<file path="config.mk">
export PLATFORM = sky130hd
export DESIGN_NAME = can_id_filter
export DESIGN_NICKNAME = d
export VERILOG_FILES = /design/src/rtl/can_filt_pkg.sv /design/src/rtl/can_filt_cmp.sv /design/src/rtl/can_filt_lanes.sv /design/src/rtl/can_filt_prio.sv /design/src/rtl/can_id_filter.sv
export SDC_FILE = /design/constraint.sdc
export NUM_CORES = 1
export LEC_CHECK = 0
export BUFFER_PORTS_ARGS = -buffer_cell sky130_fd_sc_hd__buf_2
export CORE_ASPECT_RATIO = 0.75
export CORE_MARGIN = 4
export CORE_UTILIZATION = 40
export CTS_CLUSTER_DIAMETER = 200
export CTS_CLUSTER_SIZE = 16
export DETAILED_ROUTE_END_ITERATION = 10
export PLACE_DENSITY = 0.76
export SLEW_MARGIN = 10
export SYNTH_ARGS = -nofsm -noshare
export SYNTH_HDL_FRONTEND = slang
export SYNTH_HIERARCHICAL = 1
export SYNTH_SLANG_ARGS = --single-unit
</file>
<file path="constraint.sdc">
create_clock -name clk -period 4.9 [get_ports clk]
set_input_delay 1.225 -clock clk [delete_from_list [all_inputs] [get_ports clk]]
set_output_delay 1.225 -clock clk [all_outputs]
set_load 0.02 [all_outputs]
</file>
<file path="src/rtl/can_filt_pkg.sv">
// Package: shared sizes and mode encoding for the acceptance filter.
// Assumes a 32-bit bank built from four bytes, with byte 0 most significant.
package can_filt_pkg;
    localparam int BYTE_W     = 8;
    localparam int BANK_BYTES = 4;
    localparam int BANK_W     = BYTE_W * BANK_BYTES;
    localparam int HALF_W     = BANK_W / 2;
    localparam int NUM_FILT   = BANK_BYTES;
    localparam int IDX_W      = $clog2(NUM_FILT);
    localparam int IDE_BIT    = 19;
    localparam int STD_LOW_W  = 16;

    typedef enum logic [1:0] {
        FM_SINGLE = 2'b00,
        FM_DUAL   = 2'b01,
        FM_QUAD   = 2'b10,
        FM_CLOSED = 2'b11
    } filt_mode_e;
endpackage

</file>
<file path="src/rtl/can_filt_cmp.sv">
// Masked comparator: reports a match when every bit whose mask is 0
// equals the received bit. Purely combinational.
module can_filt_cmp #(
    parameter int W = 8
) (
    input  logic [W-1:0] pat,
    input  logic [W-1:0] msk,
    input  logic [W-1:0] rcv,
    output logic         match
);
    // Compare only the unmasked bit positions.
    always_comb match = ~|((pat ^ rcv) & ~msk);
endmodule

</file>
<file path="src/rtl/can_filt_lanes.sv">
// Filter lanes: builds the single, dual and quad filter sets from the bank
// and selects the hit vector for the active mode. Bit k of hits is filter k.
// Assumes the identifier word layout in which bit IDE_BIT flags extended frames.
module can_filt_lanes
    import can_filt_pkg::*;
(
    input  logic [BANK_W-1:0]   acc_bank,
    input  logic [BANK_W-1:0]   msk_bank,
    input  logic [BANK_W-1:0]   id_word,
    input  filt_mode_e          mode,
    output logic [NUM_FILT-1:0] hits
);
    localparam int NUM_HALF = BANK_W / HALF_W;

    logic [BANK_W-1:0]     single_msk;
    logic                  hit_single;
    logic [NUM_HALF-1:0]   hit_dual;
    logic [NUM_FILT-1:0]   hit_quad;

    // Standard frames carry no identifier in the low bits: force them to don't-care.
    always_comb begin
        single_msk = msk_bank;
        if (!id_word[IDE_BIT])
            single_msk[STD_LOW_W-1:0] = '1;
    end

    can_filt_cmp #(.W(BANK_W)) u_single (
        .pat(acc_bank), .msk(single_msk), .rcv(id_word), .match(hit_single)
    );

    for (genvar g = 0; g < NUM_HALF; g++) begin : g_dual
        can_filt_cmp #(.W(HALF_W)) u_cmp (
            .pat  (acc_bank[BANK_W-1-g*HALF_W -: HALF_W]),
            .msk  (msk_bank[BANK_W-1-g*HALF_W -: HALF_W]),
            .rcv  (id_word[BANK_W-1 -: HALF_W]),
            .match(hit_dual[g])
        );
    end

    for (genvar g = 0; g < NUM_FILT; g++) begin : g_quad
        can_filt_cmp #(.W(BYTE_W)) u_cmp (
            .pat  (acc_bank[BANK_W-1-g*BYTE_W -: BYTE_W]),
            .msk  (msk_bank[BANK_W-1-g*BYTE_W -: BYTE_W]),
            .rcv  (id_word[BANK_W-1 -: BYTE_W]),
            .match(hit_quad[g])
        );
    end

    // Route the hit set of the selected mode; the closed mode yields none.
    always_comb begin
        hits = '0;
        unique case (mode)
            FM_SINGLE: hits[0]            = hit_single;
            FM_DUAL:   hits[NUM_HALF-1:0] = hit_dual;
            FM_QUAD:   hits               = hit_quad;
            default:   hits               = '0;
        endcase
    end
endmodule

</file>
<file path="src/rtl/can_filt_prio.sv">
// Priority encoder: returns the lowest set index of the hit vector and
// whether any bit is set. Purely combinational.
module can_filt_prio #(
    parameter int N = 4,
    localparam int IW = (N > 1) ? $clog2(N) : 1
) (
    input  logic [N-1:0]  hits,
    output logic [IW-1:0] idx,
    output logic          any
);
    // Scan from the top so the lowest matching index is written last.
    always_comb begin
        idx = '0;
        for (int i = N - 1; i >= 0; i--)
            if (hits[i]) idx = IW'(i);
        any = |hits;
    end
endmodule

</file>
<file path="src/rtl/can_id_filter.sv">
// Top: identifier acceptance filter. Assembles the pattern and mask banks,
// evaluates the filters for the selected mode and registers the accept
// pulse, receive-full flag and hit index.
// Assumes frame_valid is a one-cycle strobe and the banks are stable while it is high.
module can_id_filter
    import can_filt_pkg::*;
(
    input  logic              clk,
    input  logic              rst_n,
    input  logic              frame_valid,
    input  logic [31:0]       id_word,
    input  logic [1:0]        filt_mode,
    input  logic [7:0]        acc_b0,
    input  logic [7:0]        acc_b1,
    input  logic [7:0]        acc_b2,
    input  logic [7:0]        acc_b3,
    input  logic [7:0]        msk_b0,
    input  logic [7:0]        msk_b1,
    input  logic [7:0]        msk_b2,
    input  logic [7:0]        msk_b3,
    input  logic              rx_clear,
    output logic              accept,
    output logic              rx_full,
    output logic [1:0]        hit_idx
);
    logic [BANK_W-1:0]   acc_bank;
    logic [BANK_W-1:0]   msk_bank;
    logic [NUM_FILT-1:0] hits;
    logic [IDX_W-1:0]    win_idx;
    logic                any_hit;
    logic                take;

    // Byte 0 of each bank lines up with the top byte of the identifier word.
    always_comb begin
        acc_bank = {acc_b0, acc_b1, acc_b2, acc_b3};
        msk_bank = {msk_b0, msk_b1, msk_b2, msk_b3};
    end

    can_filt_lanes u_lanes (
        .acc_bank(acc_bank),
        .msk_bank(msk_bank),
        .id_word (id_word),
        .mode    (filt_mode_e'(filt_mode)),
        .hits    (hits)
    );

    can_filt_prio #(.N(NUM_FILT)) u_prio (
        .hits(hits),
        .idx (win_idx),
        .any (any_hit)
    );

    // A frame is taken when it is presented and some filter matches.
    always_comb take = frame_valid & any_hit;

    // Register the outputs; an accept outranks a same-cycle host clear.
    always_ff @(posedge clk) begin
        if (!rst_n) begin
            accept  <= 1'b0;
            rx_full <= 1'b0;
            hit_idx <= '0;
        end else begin
            accept <= take;
            if (take) begin
                rx_full <= 1'b1;
                hit_idx <= win_idx;
            end else if (rx_clear) begin
                rx_full <= 1'b0;
            end
        end
    end
endmodule

</file>
# Yosys cells after proc, flatten, opt, wreduce, memory -nomap -nowiden
# Cells that the tools add are included.
[classes]
eq_ne = 2
mux = 10
bitwise_logic = 22
n_reduce_logical = 17
[op_table]
columns = ["op", "n"]
rows = [
  ["$and A16 B16 Y16", 2],
  ["$and A32 B32 Y32", 1],
  ["$and A8 B8 Y8", 4],
  ["$not A16 Y16", 2],
  ["$not A32 Y32", 1],
  ["$not A8 Y8", 4],
  ["$reduce_or A16 Y1", 2],
  ["$reduce_or A32 Y1", 1],
  ["$reduce_or A8 Y1", 4],
  ["$xor A16 B16 Y16", 2],
  ["$xor A32 B32 Y32", 1],
  ["$xor A8 B8 Y8", 4],
  ["$mux W16", 1],
  ["$mux W2", 5],
  ["$logic_not A1 Y1", 7],
  ["$reduce_or A4 Y1", 1],
  ["$pmux W1 S3", 1],
  ["$eq A2 B1 Y1 const B", 1],
  ["$eq A2 B2 Y1 const B", 1],
  ["$logic_not A2 Y1", 1],
  ["$mux W1", 2],
  ["$pmux W1 S2", 1],
  ["$reduce_bool A2 Y1", 1],
  ["$and A1 B1 Y1", 1],
]
[word_totals]
regBits = 4
inputBits = 102
output_inout_bits = 4
elab_cells = 54

# Logic depth before layout (Yosys ltp)
# Gate-level depths: netlist (run 1).
[logic_depth]
ltp_word = 9
depth_mapped = 11
mapped_depth_nobuf = 10

# Modules after synthesis
# The synthesis (run 1) kept the hierarchy.
[modules_own_cells]
columns = ["mod", "n_inst", "cells_per_inst", "area_per_inst_um2", "seq_area_each_um2"]
rows = [
  ["can_filt_cmp (u_lanes.g_quad[0].u_cmp ...)", 4, 13, 107.6, 0.0],
  ["can_filt_cmp (u_lanes.g_dual[0].u_cmp ...)", 2, 27, 209.0, 0.0],
  ["can_filt_cmp (u_lanes.u_single)", 1, 53, 414.1, 0.0],
  ["can_filt_lanes", 1, 29, 209.0, 0.0],
  ["can_id_filter", 1, 14, 140.1, 80.1],
  ["can_filt_prio", 1, 7, 35.0, 0.0],
]

# Least setup slack after synthesis (run 1)
# OpenSTA, ideal clock, no wires.
[synth_path]
kind = "input to register"
startpoint = "input port id_word[18]"
endpoint = "register hit_idx[0]"
setup_ps = 121
arrival_ps = 2686
t_required_ps = 4779
slack_ps = 2093
stages = 10
n_path_buf = 0
cell_sequence = "xnor2_1 > o22ai_1 > or4_1 > nor2_1 > a222oi_1 > nor2_1 > nor2_1 > nand2_1 > and2_4 > o21ai_0"
[synth_between]
elab_chain_cells = 7
word_cells_on_any_way = 18
classes_between = "4 x mux; 7 x bitwise; 7 x reduce/logical"
[synth_rtl]
columns = ["element", "line_no", "rtl"]
rows = [
  ["start: declaration", "can_id_filter.sv:11", "input logic [31:0] id_word,"],
  ["$xor A16 B16 Y16", "can_filt_cmp.sv:12", "always_comb match = ~|((pat ^ rcv) & ~msk);"],
  ["$and A16 B16 Y16", "can_filt_cmp.sv:12", ""],
  ["$reduce_or A16 Y1", "can_filt_cmp.sv:12", ""],
  ["$logic_not A1 Y1", "can_filt_cmp.sv:12", ""],
  ["via u_lanes.hit_dual[0]", "can_filt_lanes.sv:17", "logic [NUM_HALF-1:0] hit_dual;"],
  ["$pmux W1 S3", "can_filt_lanes.sv:52", "unique case (mode)"],
  ["via hits[0]", "can_id_filter.sv:28", "logic [NUM_FILT-1:0] hits;"],
  ["$reduce_or A4 Y1", "can_filt_prio.sv:16", "any = |hits;"],
  ["via any_hit", "can_id_filter.sv:30", "logic any_hit;"],
  ["$and A1 B1 Y1", "can_id_filter.sv:54", "always_comb take = frame_valid & any_hit;"],
  ["end signal: assignment", "can_id_filter.sv:66", "hit_idx <= win_idx;"],
  ["end: declaration", "can_id_filter.sv:24", "output logic [1:0] hit_idx"],
]
# The timed path passes the listed nets, and every way through them passes these cells.
# A chain may end at the register's enable or synchronous reset.

# Worst setup path in the final report (run 1)
[layout_path]
startpoint = "input port id_word[21]"
endpoint = "register hit_idx[1]"
# The elaborated chain is that of the path after synthesis.

==> results of run 1 <==
==> through the flow <==
stage | utilization (%) | hold WS, ps | worst slack, ps | area (sq um) | std cells
2_1_floorplan | - | 531 | 2090 | 1650 | 209
4_1_cts | 59.8 | 453 | 1850 | 2270 | 368
5_1_grt | 59.8 | 505 | 1690 | 2270 | 368
3_3_place_gp | 58.7 | 448 | 1680 | 2230 | 365
3_5_place_dp | 58.7 | 453 | 1620 | 2230 | 365
6_report | 59.8 | 454 | 1770 | 2270 | 368
==> final cells by class <==
class / instances / share of cell area [%]
multi-input combinational: 201 / 68.2
tap: 52 / 2.86
timing repair buffer: 105 / 23.1
clock buffer: 3 / 1.82
inverter: 3 / 0.495
sequential: 4 / 3.52
==> state kept, by name, indices dropped and copies added (netlist names) <==
signal   flops
hit_idx      2
accept       1
rx_full      1
==> critical path: stages <==
cell,delay [ps]
buf_2,130
xnor2_1,270
o22ai_1,130
or4_1,550
nor2_1,140
a222oi_1,120
nor2_1,220
nor2_1,80
nand2_1,130
and2_4,160
o21ai_0,80
==> power groups by stage <==
stage | registers (mW) | clock network, mW | logic (mW)
after floorplan | 0.0348 | 0 | 0.119
after global placement | 0.0340 | 0 | 0.220
after detailed placement | 0.0341 | 0 | 0.221
after CTS | 0.0336 | 0.0728 | 0.222
after global routing | 0.0337 | 0.0762 | 0.241
final | 0.0336 | 0.0716 | 0.226
==> path summary, 6_finish.rpt <==
check	startpoint	slack, ps	cells past startpoint	endpoint
max	id_word[21]	1770	11	hit_idx[1]
min	hit_idx[0]	450	2	hit_idx[0]
max reg2reg	rx_full	4200	2	rx_full
min reg2reg	hit_idx[0]	450	2	hit_idx[0]
==> layer usage <==
layer	vias to the layer above	routed length [microns]	GRT usage (%)	part of all wire, %
li1	979	-	-	-
met1	935	2630	33.4	42
met2	158	2740	37.2	43
met3	8	879	3.28	14
met4	0	72	6.85	1.1
met5	-	0	0	0
==> cell families after synthesis <==
group / Yosys count / synth area share (%)
flip-flops: 4 / 4.86
adder cells (fa/ha/maj): 4 / 3.04
AND/OR/NAND/NOR: 47 / 19.1
XOR/XNOR: 96 / 51.1
AO/OA/AOI/OAI: 54 / 20.9
buffers and inverters: 4 / 0.988
==> cell usage in the layout, fill, tap and decap left out <==
| cell | Yosys | final |
|---|---|---|
| a21oi_2 | 1 | 1 |
| a222oi_1 | 1 | 1 |
| a22oi_1 | 1 | 1 |
| and2_1 | 2 | 2 |
| and2_4 | 1 | 1 |
| and3_2 | 1 | 1 |
| and4_1 | 1 | 1 |
| buf_2 | 1 | 105 |
| clkbuf_8 | 0 | 3 |
| dfxtp_1 | 4 | 4 |
| ha_1 | 4 | 4 |
| inv_1 | 3 | 3 |
| nand2_1 | 3 | 3 |
| nand2b_1 | 12 | 12 |
| nand4_1 | 2 | 2 |
| nor2_1 | 5 | 5 |
| nor2b_1 | 2 | 2 |
| nor3_1 | 1 | 1 |
| nor4_1 | 4 | 4 |
| nor4_2 | 4 | 4 |
| o21a_1 | 1 | 1 |
| o21ai_0 | 2 | 2 |
| o22ai_1 | 48 | 48 |
| or2b_1 | 5 | 5 |
| or4_1 | 4 | 4 |
| xnor2_1 | 96 | 96 |
==> flow_summary_export.csv, run 1 <==
group,metric,value,unit
outcome,status,"completed",
pwr,power.total,331,uW
sta,rsz0062_at_grt,"false",
setup_path,required,5000,ps
global_route,antenna_found_initial,0,
setup_path,cp.arrival,3230,ps
global_route,grt_pass1_vias,1948,
floorplanning,dieWidth,82.1,microns
sta,min_period,3130,ps
yosys,synth_largest_area_cell,"xnor2_1",
sta,fin_crit_sh,63.9,%
floorplanning,core,3800,sq um
yosys,synth_top_area_share,51.1,%
yosys,async_flop_share,0,%
floorplanning,die_h,63.6,microns
cells_and_area,syn_to_final_growth,38.1,%
clock_network,cts_resized,0,
setup_path,crit_fanout,4,
clock_network,cts_tree,"done",
yosys,yosysWarnings,6,
yosys,seq_area_frac_synth,4.86,%
pwr,p_seq_share,10.1,%
global_route,grt_pass1_wl,9.47,mm
pwr,power_leakage,0.884,nW
sta,setup_tns,0,ps
pwr,combinationalPowerShare,68.2,%
placed_design,hpwl,5.55,mm
yosys,syn-num-nets,315,
clock_network,htreeDepth,1,
clock_network,cts_buffers,3,
floorplanning,core.rowCount,19,
yosys,syn_area_per_cell,7.88,sq um
floorplanning,start_util,43.3,%
setup_path,startpoint_type,"primary input",
pwr,clkPwrFrac,21.6,%
routing,drt-total-wl,6.32,mm
global_route,overflow,0,
floorplanning,ios,106,
sta,fmax,319,MHz
clock_network,clockBufferDepth,2,
routing,drt_iter0_drc,209,
routing,drtAntennaViolNets,0,
hold_path,hp-class,"reg2reg",
yosys,yosys-top-cells-area,"xnor2_1 (51%), o22ai_1 (18%), dfxtp_1 (4.9%)",
routing,vias_per_cell,5.65,
cells_and_area,nets,424,
flow_run,drv_cap,0,
cells_and_area,multi_input_area,1550,sq um
sta,hold_viol_final,0,
yosys,ys_seq_elements,4,
yosys,synthFlopType,"dfxtp_1",
sta,tightest_slew,408,ps
cells_and_area,fillers,379,
pwr,powerDensity,146,nW/um^2
floorplanning,dieArea,5220,sq um
routing,drc_errors,0,
clock_network,numClockSinks,4,
clock_network,clk_pin_slew,30,ps
clock_network,cts_setup_buffers,0,
yosys,ys_types,25,
setup_path,crit_type,"in2reg",
pwr,ir_drop,0.0787,mV
cells_and_area,drive_gt1_share,36.4,%
yosys,synth_edf_count,0,
routing,num_vias,2080,
sta,skew,0,ps
sta,slew_violations,0,
clock_network,holdBufCountCts,0,
pwr,power.internal,199,uW
sta,slew_headroom,72.5,%
routing,wire_per_inst,17.2,microns
pwr,p_switching,133,uW
clock_network,clkLatencyLatePin,220,ps
yosys,synthTopCellsByCount,"xnor2_1 (96), o22ai_1 (48), nand2b_1 (12), nor2_1 (5), or2b_1 (5)",
placed_design,gp_congestion,0.956,
global_route,grt_usage,23.8,%
clock_network,clock-root-buffer,"clkbuf_8",
cells_and_area,antenna_cells,0,
routing,dr.pass1.iters,4,
placed_design,port-buffer-count,105,
global_route,grt_max_degree,20,
sta,setup_violations,0,
pwr,netSwitchingFraction,40.1,%
setup_path,end_kind,"flip-flop",
yosys,synthesis.instances,209,
yosys,yosysMostFrequentCell,"xnor2_1",
yosys,syn_area,1650,sq um
cells_and_area,register_area,80.1,sq um
Note: power is estimated with default switching activity, not from simulation.
==> run 2: changes to the inputs <==
- CORE_UTILIZATION: 40 -> 39
- PLACE_DENSITY: 0.76 -> 0.78
- clock period: 4.9 -> 2.85 ns (I/O delays scaled with it)
==> flow_summary_export.csv, run 2 (synthesis results as in run 1) <==
group,metric,value,unit
outcome,status,"completed",
cells_and_area,largestRegisters,"hit_idx (2), accept (1), rx_full (1)",
setup_path,slowest_delay,280,ps
setup_path,crit_type,"in2reg",
setup_path,startpoint_type,"primary input",
cells_and_area,largest_register_ffs,2,
sta,skew,0,ps
clock_network,cts_tree,"done",
cells_and_area,final_cell_mix,"buf_2 (105), xnor2_1 (96), o22ai_1 (48)",
clock_network,cts_resized,0,
setup_path,crit_fanout,16,
routing,vias_per_cell,5.41,
pwr,ir_drop,0.101,mV
cells_and_area,regMostFlops,"hit_idx",
sta,min_period,2550,ps
global_route,antenna_found_initial,0,
sta,slew_violations,0,
routing,dr_wl_met3,715,microns
hold_path,whs_path_depth,2,
clock_network,cts_setup_buffers,0,
floorplanning,core.rowCount,20,
sta,slew_headroom,71.8,%
sta,fin_crit_sh,89.6,%
global_route,overflow,0,
sta,setup_tns,0,ps
hold_path,hp-class,"reg2reg",
floorplanning,core,4050,sq um
global_route,grt_pass1_wl,9.53,mm
pwr,power_leakage,0.899,nW
routing,drc_errors,0,
cells_and_area,final_area,2300,sq um
setup_path,critPathSlowestCell,"buf_2",
setup_path,path_cells,"buf_2, or2b_1, o22ai_1, nor4_1, and4_1, a222oi_1, nor2_1, nor2_1, nand2_1, and2_4, o21a_1",
routing,wl_met1,2.85,mm
floorplanning,start_util,40.6,%
clock_network,clk_pin_slew,30,ps
global_route,grt_usage,22.0,%
setup_path,end_kind,"flip-flop",
clock_network,clkLatencyLatePin,220,ps
floorplanning,ios,106,
cells_and_area,antenna_cells,0,
sta,hold_viol_final,0,
global_route,grt_max_degree,17,
placed_design,port-buffer-count,105,
placed_design,gp_congestion,0.953,
cells_and_area,drive_gt1_share,37.0,%
routing,highest_layer,"met4",
placed_design,placed_cell_area,2260,sq um
setup_path,critPathMostFrequentCell,"nor2_1",
hold_path,hp-start,"hit_idx[0]",
clock_network,clockBufferDepth,2,
sta,tightest_slew,420,ps
clock_network,clock-root-buffer,"clkbuf_8",
flow_run,drv_cap,0,
routing,drt-total-wl,6.18,mm
cells_and_area,nets,427,
sta,rsz0062_at_grt,"false",
placed_design,hpwl,5.43,mm
setup_path,ff2ff_path_depth,2,
floorplanning,dieArea,5340,sq um
setup_path,r2r_end,"rx_full",
routing,wire_per_inst,16.5,microns
sta,setup_violations,0,
setup_path,required,2960,ps
pwr,powerDensity,248,nW/um^2
hold_path,whs_endpoint,"hit_idx[0]",
floorplanning,die_h,64.3,microns
global_route,grt_pass1_vias,1959,
clock_network,holdBufCountCts,0,
clock_network,numClockSinks,4,
pwr,power.total,570,uW
setup_path,r2r_start,"rx_full",
sta,hold_slack,464,ps
cells_and_area,final_common_cell,"buf_2",
routing,num_vias,2022,
clock_network,cts_buffers,3,
cells_and_area,syn_to_final_growth,39.7,%
sta,fmax,392,MHz
clock_network,htreeDepth,1,
setup_path,ff2ff_setup_slack,2170,ps
routing,met2WireLength,2.59,mm
floorplanning,dieWidth,83.0,microns
setup_path,cp.arrival,2660,ps
routing,drt_iter0_drc,172,
routing,drtAntennaViolNets,0,
routing,dr.pass1.iters,4,
## run 2: cell types whose count changed in the layout (fill, tap and decap cells not counted)
cell	change
buf_4	+3
## run 2: per-stage QoR
step | std cells | utilization [%] | worst slack, ps
2_1_floorplan | 209 | - | 555
3_3_place_gp | 371 | 55.7 | 196
3_5_place_dp | 371 | 55.7 | 123
4_1_cts | 374 | 56.7 | 364
5_1_grt | 374 | 56.7 | 212
6_report | 374 | 56.7 | 297
## run 2: power breakdown
group | total, mW | switching (mW) | internal (mW)
registers | 0.0577 | 0.000328 | 0.0574
logic | 0.389 | 0.194 | 0.196
clock network | 0.123 | 0.0328 | 0.0903
total | 0.570 | 0.227 | 0.343
## run 2: worst max-delay path by stage
stage,start,endpoint,depth (start not counted)
floorplan,id_word[18],hit_idx[0],10
global placement,id_word[19],rx_full,11
detailed placement,id_word[19],rx_full,11
CTS,id_word[19],rx_full,11
global route,id_word[19],rx_full,11
finish,id_word[19],rx_full,11
## run 2: layout make-up
class / count / area [sq um]
well taps: 55 / 68.8
repair buffers: 108 / 548
inverters: 3 / 11.3
flip-flops and latches: 4 / 80.1
fillers: 405 / 1750
clock buffers: 3 / 41.3
multi-input cells: 201 / 1550
## run 2: critical path: cells and delay by family
| family | cells | cell delay, ps |
|---|---|---|
| buffers and inverters | 1 | 280 |
| AO/OA/AOI/OAI | 3 | 590 |
| AND/OR/NAND/NOR | 7 | 1080 |
## run 2: metal layers
metal,GRT usage [%],vias up
met4,3.67,0
met5,0,-
met3,4.51,4
met1,31.9,923
met2,33.7,112
li1,-,983
